<file path="config.mk">
export PLATFORM = sky130hd
export DESIGN_NAME = rate_timer_calc
export DESIGN_NICKNAME = d
export VERILOG_FILES = /design/src/rtl/rate_calc_pkg.sv /design/src/rtl/rate_exp_search.sv /design/src/rtl/rate_div.sv /design/src/rtl/rate_timer_calc.sv
export SDC_FILE = /design/constraint.sdc
export NUM_CORES = 1
export LEC_CHECK = 0
export ABC_CLOCK_PERIOD_IN_PS = 7250
export BUFFER_PORTS_ARGS = -buffer_cell sky130_fd_sc_hd__buf_2
export CORE_MARGIN = 4
export CORE_UTILIZATION = 50
export DETAILED_ROUTE_END_ITERATION = 8
export PLACE_DENSITY = 0.81
export SLEW_MARGIN = 20
export SYNTH_ARGS = -nofsm -noshare
export SYNTH_HDL_FRONTEND = slang
export SYNTH_SLANG_ARGS = --single-unit
</file>
<file path="constraint.sdc">
create_clock -name clk -period 7.25 [get_ports clk]
set_input_delay 1.0875 -clock clk [delete_from_list [all_inputs] [get_ports clk]]
set_output_delay 1.0875 -clock clk [all_outputs]
set_load 0.02 [all_outputs]
</file>
<file path="src/rtl/rate_calc_pkg.sv">
package rate_calc_pkg;

    localparam int RATE_W = 32;
    localparam int PEXP   = 4;
    localparam int MAXD   = 14;
    localparam int EXP_W  = 4;
    localparam int PRE_W  = 4;
    localparam int WORD_W = EXP_W + PRE_W;
    localparam int DIV_W  = 48;
    localparam int SRCH_W = RATE_W + PEXP + MAXD;
    localparam int PMAX   = 1 << PEXP;

    typedef enum logic [1:0] {
        RND_NEAR  = 2'd0,
        RND_CEIL  = 2'd1,
        RND_FLOOR = 2'd2,
        RND_NEAR2 = 2'd3
    } round_e;

    typedef enum logic [1:0] {
        ST_IDLE  = 2'd0,
        ST_SETUP = 2'd1,
        ST_PRE   = 2'd2,
        ST_ACT   = 2'd3
    } calc_state_e;

    typedef struct packed {
        logic               err;
        logic [WORD_W-1:0]  word;
        logic [RATE_W-1:0]  actual;
    } calc_result_t;

    function automatic round_e norm_mode(input logic [1:0] m);
        return (m == RND_NEAR2) ? RND_NEAR : round_e'(m);
    endfunction

    function automatic logic [WORD_W-1:0] pack_word(input logic [EXP_W-1:0] d,
                                                    input logic [PEXP:0]    p);
        logic [PEXP:0] pm1;
        pm1 = p - 1'b1;
        return {d, pm1[PRE_W-1:0]};
    endfunction

endpackage

</file>
<file path="src/rtl/rate_exp_search.sv">
module rate_exp_search
    import rate_calc_pkg::*;
(
    input  logic [RATE_W-1:0] rate,
    input  logic [RATE_W-1:0] base,
    output logic              found,
    output logic [EXP_W-1:0]  dexp
);
    logic [MAXD:0] hit;

    genvar k;
    generate
        for (k = 0; k <= MAXD; k++) begin : g_cmp
            logic [SRCH_W-1:0] scaled;
            assign scaled = SRCH_W'(rate) << (PEXP + k);
            assign hit[k] = scaled >= SRCH_W'(base);
        end
    endgenerate

    always_comb begin
        found = 1'b0;
        dexp  = '0;
        for (int i = MAXD; i >= 0; i--) begin
            if (hit[i]) begin
                found = 1'b1;
                dexp  = EXP_W'(i);
            end
        end
    end
endmodule

</file>
<file path="src/rtl/rate_div.sv">
module rate_div #(
    parameter int W = 48
) (
    input  logic         clk,
    input  logic         rst,
    input  logic         start,
    input  logic [W-1:0] num,
    input  logic [W-1:0] den,
    output logic         done,
    output logic [W-1:0] quo
);
    localparam int CW = $clog2(W + 1);
    localparam int W2 = 2 * W;

    logic [W:0]    rem;
    logic [W-1:0]  q_sh;
    logic [W-1:0]  num_q, den_q;
    logic [CW-1:0] cnt;
    logic          run;
    logic [W:0]    trial;

    assign trial = {rem[W-1:0], q_sh[W-1]};
    assign quo   = q_sh;

    always_ff @(posedge clk) begin
        if (rst) begin
            rem   <= '0;
            q_sh  <= '0;
            num_q <= '0;
            den_q <= '0;
            cnt   <= '0;
            run   <= 1'b0;
            done  <= 1'b0;
        end else begin
            done <= 1'b0;
            if (start) begin
                q_sh  <= num;
                num_q <= num;
                den_q <= den;
                rem   <= '0;
                cnt   <= CW'(W);
                run   <= 1'b1;
            end else if (run) begin
                if (trial >= {1'b0, den_q}) begin
                    rem  <= trial - {1'b0, den_q};
                    q_sh <= {q_sh[W-2:0], 1'b1};
                end else begin
                    rem  <= trial;
                    q_sh <= {q_sh[W-2:0], 1'b0};
                end
                cnt <= cnt - 1'b1;
                if (cnt == CW'(1)) begin
                    run  <= 1'b0;
                    done <= 1'b1;
                end
            end
        end
    end

    logic [W2-1:0] prod_lo, prod_hi;
    assign prod_lo = W2'(quo) * W2'(den_q);
    assign prod_hi = prod_lo + W2'(den_q);

    // every quotient is the exact floor of num / den
    p_quo_exact_r3: assert property (@(posedge clk) disable iff (rst)
        done |-> (prod_lo <= W2'(num_q)) && (W2'(num_q) < prod_hi));

    // divisor is never zero when a division starts
    p_den_nonzero_r3: assert property (@(posedge clk) disable iff (rst)
        start |-> (den != '0));
endmodule

</file>
<file path="src/rtl/rate_timer_calc.sv">
module rate_timer_calc
    import rate_calc_pkg::*;
#(
    parameter logic [31:0] BASE_LO = 32'd4_000_000,
    parameter logic [31:0] BASE_HI = 32'd5_000_000
) (
    input  logic        clk,
    input  logic        rst,
    input  logic        start,
    input  logic [31:0] rate_req,
    input  logic [1:0]  round_mode,
    input  logic        tol_en,
    input  logic [31:0] tol,
    input  logic        board_sel,
    output logic        busy,
    output logic        done,
    output logic        err,
    output logic [7:0]  cfg_word,
    output logic [31:0] rate_actual
);
    calc_state_e       state;
    logic [RATE_W-1:0] rate_q, tol_q, base_q;
    round_e            mode_q, pass_mode;
    logic              tolen_q, first_pass;
    logic [EXP_W-1:0]  d_q;
    logic [PEXP:0]     p_q;
    calc_result_t      res_q;

    logic              srch_found;
    logic [EXP_W-1:0]  srch_d;

    logic              div_start, div_done;
    logic [DIV_W-1:0]  div_num, div_den, div_quo;

    logic [PEXP:0]     p_sel;
    logic              p_bad;
    logic [DIV_W-1:0]  scaled_rate;
    logic [DIV_W-1:0]  act_den;
    logic              within_tol;

    rate_exp_search u_search (
        .rate  (rate_q),
        .base  (base_q),
        .found (srch_found),
        .dexp  (srch_d)
    );

    rate_div #(.W(DIV_W)) u_div (
        .clk   (clk),
        .rst   (rst),
        .start (div_start),
        .num   (div_num),
        .den   (div_den),
        .done  (div_done),
        .quo   (div_quo)
    );

    // preload selection from the first quotient
    always_comb begin
        p_sel = '0;
        p_bad = 1'b0;
        if (div_quo == '0) begin
            if (d_q == '0 && pass_mode != RND_FLOOR) p_sel = (PEXP+1)'(1);
            else                                     p_bad = 1'b1;
        end else if (div_quo > DIV_W'(PMAX)) begin
            p_bad = 1'b1;
        end else begin
            p_sel = div_quo[PEXP:0];
        end
    end

    assign scaled_rate = DIV_W'(rate_q) << srch_d;

    // divider operand selection
    always_comb begin
        div_start = 1'b0;
        div_num   = '0;
        div_den   = '0;
        act_den   = '0;
        case (state)
            ST_SETUP: begin
                div_start = 1'b1;
                if (!srch_found) begin
                    act_den = DIV_W'(PMAX) << MAXD;
                    div_den = act_den;
                    div_num = DIV_W'(base_q) + act_den - 1'b1;
                    div_start = (pass_mode != RND_CEIL);
                end else begin
                    div_den = scaled_rate;
                    case (pass_mode)
                        RND_CEIL:  div_num = DIV_W'(base_q) + scaled_rate - 1'b1;
                        RND_FLOOR: div_num = DIV_W'(base_q);
                        default:   div_num = DIV_W'(base_q) + (scaled_rate >> 1);
                    endcase
                end
            end
            ST_PRE: begin
                act_den   = DIV_W'(p_sel) << d_q;
                div_den   = act_den;
                div_num   = DIV_W'(base_q) + act_den - 1'b1;
                div_start = div_done && !p_bad;
            end
            default: ;
        endcase
    end

    always_comb begin
        logic [RATE_W:0] a_ext, r_ext, t_ext;
        a_ext = {1'b0, div_quo[RATE_W-1:0]};
        r_ext = {1'b0, rate_q};
        t_ext = {1'b0, tol_q};
        within_tol = (a_ext + t_ext >= r_ext) && (a_ext <= r_ext + t_ext);
    end

    always_ff @(posedge clk) begin
        if (rst) begin
            state      <= ST_IDLE;
            rate_q     <= '0;
            tol_q      <= '0;
            base_q     <= '0;
            mode_q     <= RND_NEAR;
            pass_mode  <= RND_NEAR;
            tolen_q    <= 1'b0;
            first_pass <= 1'b0;
            d_q        <= '0;
            p_q        <= '0;
            res_q      <= '0;
            done       <= 1'b0;
        end else begin
            done <= 1'b0;
            case (state)
                ST_IDLE: begin
                    if (start) begin
                        rate_q     <= rate_req;
                        tol_q      <= tol;
                        base_q     <= board_sel ? BASE_HI : BASE_LO;
                        mode_q     <= norm_mode(round_mode);
                        tolen_q    <= tol_en;
                        first_pass <= 1'b1;
                        pass_mode  <= tol_en ? RND_NEAR : norm_mode(round_mode);
                        if (rate_req == '0) begin
                            res_q <= '{err: 1'b1, word: '0, actual: '0};
                            done  <= 1'b1;
                        end else begin
                            state <= ST_SETUP;
                        end
                    end
                end
                ST_SETUP: begin
                    if (!srch_found) begin
                        if (pass_mode == RND_CEIL) begin
                            res_q <= '{err: 1'b1, word: '0, actual: '0};
                            done  <= 1'b1;
                            state <= ST_IDLE;
                        end else begin
                            d_q   <= EXP_W'(MAXD);
                            p_q   <= (PEXP+1)'(PMAX);
                            state <= ST_ACT;
                        end
                    end else begin
                        d_q   <= srch_d;
                        state <= ST_PRE;
                    end
                end
                ST_PRE: begin
                    if (div_done) begin
                        if (p_bad) begin
                            res_q <= '{err: 1'b1, word: '0, actual: '0};
                            done  <= 1'b1;
                            state <= ST_IDLE;
                        end else begin
                            p_q   <= p_sel;
                            state <= ST_ACT;
                        end
                    end
                end
                ST_ACT: begin
                    if (div_done) begin
                        if (first_pass && tolen_q && !within_tol) begin
                            first_pass <= 1'b0;
                            pass_mode  <= mode_q;
                            state      <= ST_SETUP;
                        end else begin
                            res_q <= '{err: 1'b0, word: pack_word(d_q, p_q),
                                       actual: div_quo[RATE_W-1:0]};
                            done  <= 1'b1;
                            state <= ST_IDLE;
                        end
                    end
                end
                default: state <= ST_IDLE;
            endcase
        end
    end

    assign busy        = (state != ST_IDLE);
    assign err         = res_q.err;
    assign cfg_word    = res_q.word;
    assign rate_actual = res_q.actual;

    // done is a single-cycle pulse
    p_done_pulse_r10: assert property (@(posedge clk) disable iff (rst)
        done |=> !done);

    // zero rate accepted while idle ends at once with an error
    p_zero_rate_r1: assert property (@(posedge clk) disable iff (rst)
        (start && !busy && rate_req == '0) |=> (done && err));

    // a good result never carries an exponent beyond 14
    p_exp_range_r6: assert property (@(posedge clk) disable iff (rst)
        (done && !err) |-> (cfg_word[7:4] <= 4'(MAXD)));

    // a good result always reports a non-zero achieved rate
    p_actual_pos_r7: assert property (@(posedge clk) disable iff (rst)
        (done && !err) |-> (rate_actual != '0));
endmodule

</file>
==> summary.md <==
| Metric | Value |
|---|---|
| Clock skew | `~34 ps` |
| Finish-stage setup viols | `0` |
| WHS | `between 400 and 500 ps` |
| Worst-path clk slew | `60 ps` |
| Worst Max-Slew Pin Slew | `1020 ps` |
| Inst Count DP | `4670` |
| Required @ worst endpoint | `7710 ps` |
| Tightest Hold Check Type | `reg -> reg` |
| Drt drc | `2` |
| Final Instance Area | `32800 µm²` |
| HPWL Detailed | `74600 µm` |
| Syn. warnings | `0` |
| Vias in the first global route | `27686` |
| Reg2reg start | `base_q[19]` |
| Initial Util | `50.6%` |
| Slew HR | `31.7%` |
| Max cap viols | `0` |
| Hold Startpoint | `u_div.den_q[37]` |
| Crit end category | `flip-flop` |
| Leakage | `0.0147 µW` |
| RSZ-0062 raised after global routing | `yes` |
| Register area share after synthesis | `20.3%` |
| Number of synthesized flops with an enable pin | `0` |
| Mapped Area | `about 27000 µm²` |
| Non-filler cells, final | `4752` |
| CTS buffer count | `34` |
| Total iterations of the first detailed-routing run | `9` |
| PortBufs | `113` |
| Num ports | `114` |
| Final wirelength | `slightly below 100000 µm` |
| Post-Synthesis Cells | `3645` |
| Share of layout cells above drive strength 1 | `approximately 17%` |
| Slowest CP cell | `a2111o_1` |
| P&R area growth vs syn | `20.4%` |
| Vias per cell | `6.24` |
| Nets | `4477` |
| Startpoint Class | `flip-flop` |
| GR Overflow Total | `0` |
| #FFs+latches synth | `276` |
| ANT nets after route | `0` |
| Initial antenna violation count | `0` |
| CTS tree | `done` |
| Slew Limit Fails | `0` |
| Yosys cell types | `99` |
| Max incr delay on CP | `420 ps` |
| Ys async rst share | `0%` |
| Max Fclk | `140 MHz` |
| Clock latency on the worst-skew pair | `570 ps` |
| DR iter-0 viols | `3119` |
| Htree depth | `2` |
| Die area | `58200 µm²` |
| Arr. time, crit path | `7610 ps` |
| Global-route wire length before repair | `151000 µm` |
| Peak supply drop | `0.260 mV` |
| Placed Area | `31000 µm²` |
| Worst setup margin | `101 ps` |
| Placer Congestion | `roughly 1.1` |
| Crit path launch | `base_q[19]` |
| Sink Count | `around 280` |
| Most frequent cells in the layout | `a21oi_1 (444), ha_1 (349), buf_4 (343), nand2_1 (315), nor2_1 (276)` |
| Fin crit share | `98.6%` |
| DP Worst Slack | `75.0 ps` |
| Pin count of the biggest net entering global routing | `117` |
| Crit Path Class | `reg -> reg` |
| CP max FO | `10` |
| Diodes inserted | `0` |
| Mapped Avg Cell Area | `7.47 µm²` |
| Most used flip-flop cell after synthesis | `dfxtp_1` |
| Most frequent cell on the critical path | `a21oi_2` |
| Final Util | `approximately three fifths` |
| Commonest non-fill, non-tap cell in the layout | `a21oi_1` |
| Pwr Density | `290 nW/µm²` |
| Total track usage | `32.3%` |
| Final count of hold timing violations | `0` |
| Die Y | `roughly 240 µm` |
| Placeable Area | `between 50000 and 60000 µm²` |
| Post-route minimum period | `about 7100 ps` |
| Routed WL per cell | `20.6 µm` |
| Clk buf depth | `3` |
| DIE WIDTH | `241 µm` |
| # rows | `85` |
| Status | `complete, but fails checks` |
| Vias | `between 20000 and 30000` |
| Violated checks | `design-rule violations` |
| Root Driver | `clkbuf_16` |
[power breakdown]
part           leakage [µW]  total (µW)  internal [µW]  switching [µW]
Combinational        0.0119        5970           2570            3400
Sequential          0.00225        1800           1660             143
Clock              0.000551        1740            997             741
Total                0.0147        9510           5230            4280
[worst max-delay path: cells and delay by family (launching register included)]
kind / cells / cell delay [ps]
AO/OA/AOI/OAI: 15 / 3320
XOR/XNOR: 1 / 90
adder cells (fa/ha/maj): 2 / 660
buffers and inverters: 6 / 820
flip-flops: 1 / 350
multiplexers: 1 / 370
AND/OR/NAND/NOR: 7 / 1450
[final timing paths]
path | cells after the start | endpoint | slack, ps
worst max-delay path | 32 | u_div.quo[46] | 100
worst min-delay path | 2 | u_div.den_q[37] | 440
worst max register to register | 32 | u_div.quo[46] | 100
worst min register to register | 2 | u_div.den_q[37] | 440
[metal layers]
layer / wire length [µm] / track usage [%] / up-vias
met5: 49 / 0 / -
met4: 5620 / 14.7 / 2
met3: 10700 / 6.94 / 334
met2: 41000 / 49.4 / 1591
met1: 40600 / 43.8 / 13729
li1: - / - / 13986
[state kept, by name (all words and copies together), names as in the netlist, 3 cells and up]
signal,flops
cfg_word,8
rate_actual,32
d_q,4
p_q,4
u_div.quo,48
u_div.den_q,47
tol_q,32
u_div.rem,48
base_q,3
u_div.cnt,6
rate_q,32
[final cells by class]
type	count	area [µm²]
fill	4769	21000
multi-input combinational	2995	20900
sequential	276	5540
timing repair buffer	470	3360
inverter	255	968
clock buffer	41	918
tap	696	871
clock inverter	19	209
[Yosys cell counts (all sizes together) (13+ instances only)]
library cell / number / share of area (%)
nand4: 47 / 1.1
or2: 14 / 0.33
xnor2: 116 / 3.7
xor2: 52 / 1.7
nand3: 121 / 2.2
a31oi: 40 / 0.92
nor2b: 46 / 1.1
a211oi: 63 / 1.8
clkbuf: 149 / 2.1
and3: 38 / 0.87
a22oi: 15 / 0.41
a21o: 89 / 2.5
buf: 26 / 0.49
a221oi: 42 / 1.4
o31a: 14 / 0.45
inv: 254 / 3.5
mux2i: 51 / 1.9
a211o: 13 / 0.42
nor3: 75 / 1.4
nand2: 319 / 4.4
a21boi: 17 / 0.47
nand2b: 73 / 1.7
nor2: 284 / 4.0
or3: 22 / 0.54
o31ai: 22 / 0.73
dfxtp: 276 / 20
o22ai: 31 / 0.71
o21ai: 176 / 3.2
ha: 369 / 17
o21a: 31 / 0.86
o211ai: 20 / 0.55
a21oi: 458 / 8.4
o21bai: 32 / 0.88
and2: 23 / 0.53
nor4: 38 / 0.90
[metrics by stage]
stage / TNS (ps) / power (µW)
after detailed placement: 0 / 7380
after global placement: 0 / 7310
after CTS: 0 / 9180
final: 0 / 9510
after floorplan: 0 / 5690
after global routing: -497 / 10100
[cells by family after synthesis]
kind of cell             synth area share (%)
flip-flops                               20.3
adder cells (fa/ha/maj)                  17.3
multiplexers                             2.33
XOR/XNOR                                 5.40
other                                  0.0276
AO/OA/AOI/OAI                            28.0
buffers and inverters                    6.06
AND/OR/NAND/NOR                          20.5
[what timing repair did]
action,4_1_cts,5_1_grt
setup buffers,0,22
hold buffers,0,0
endpoints found under the setup margin,0,74
gates resized for setup,0,120
Power figures use the tool's default switching activity.
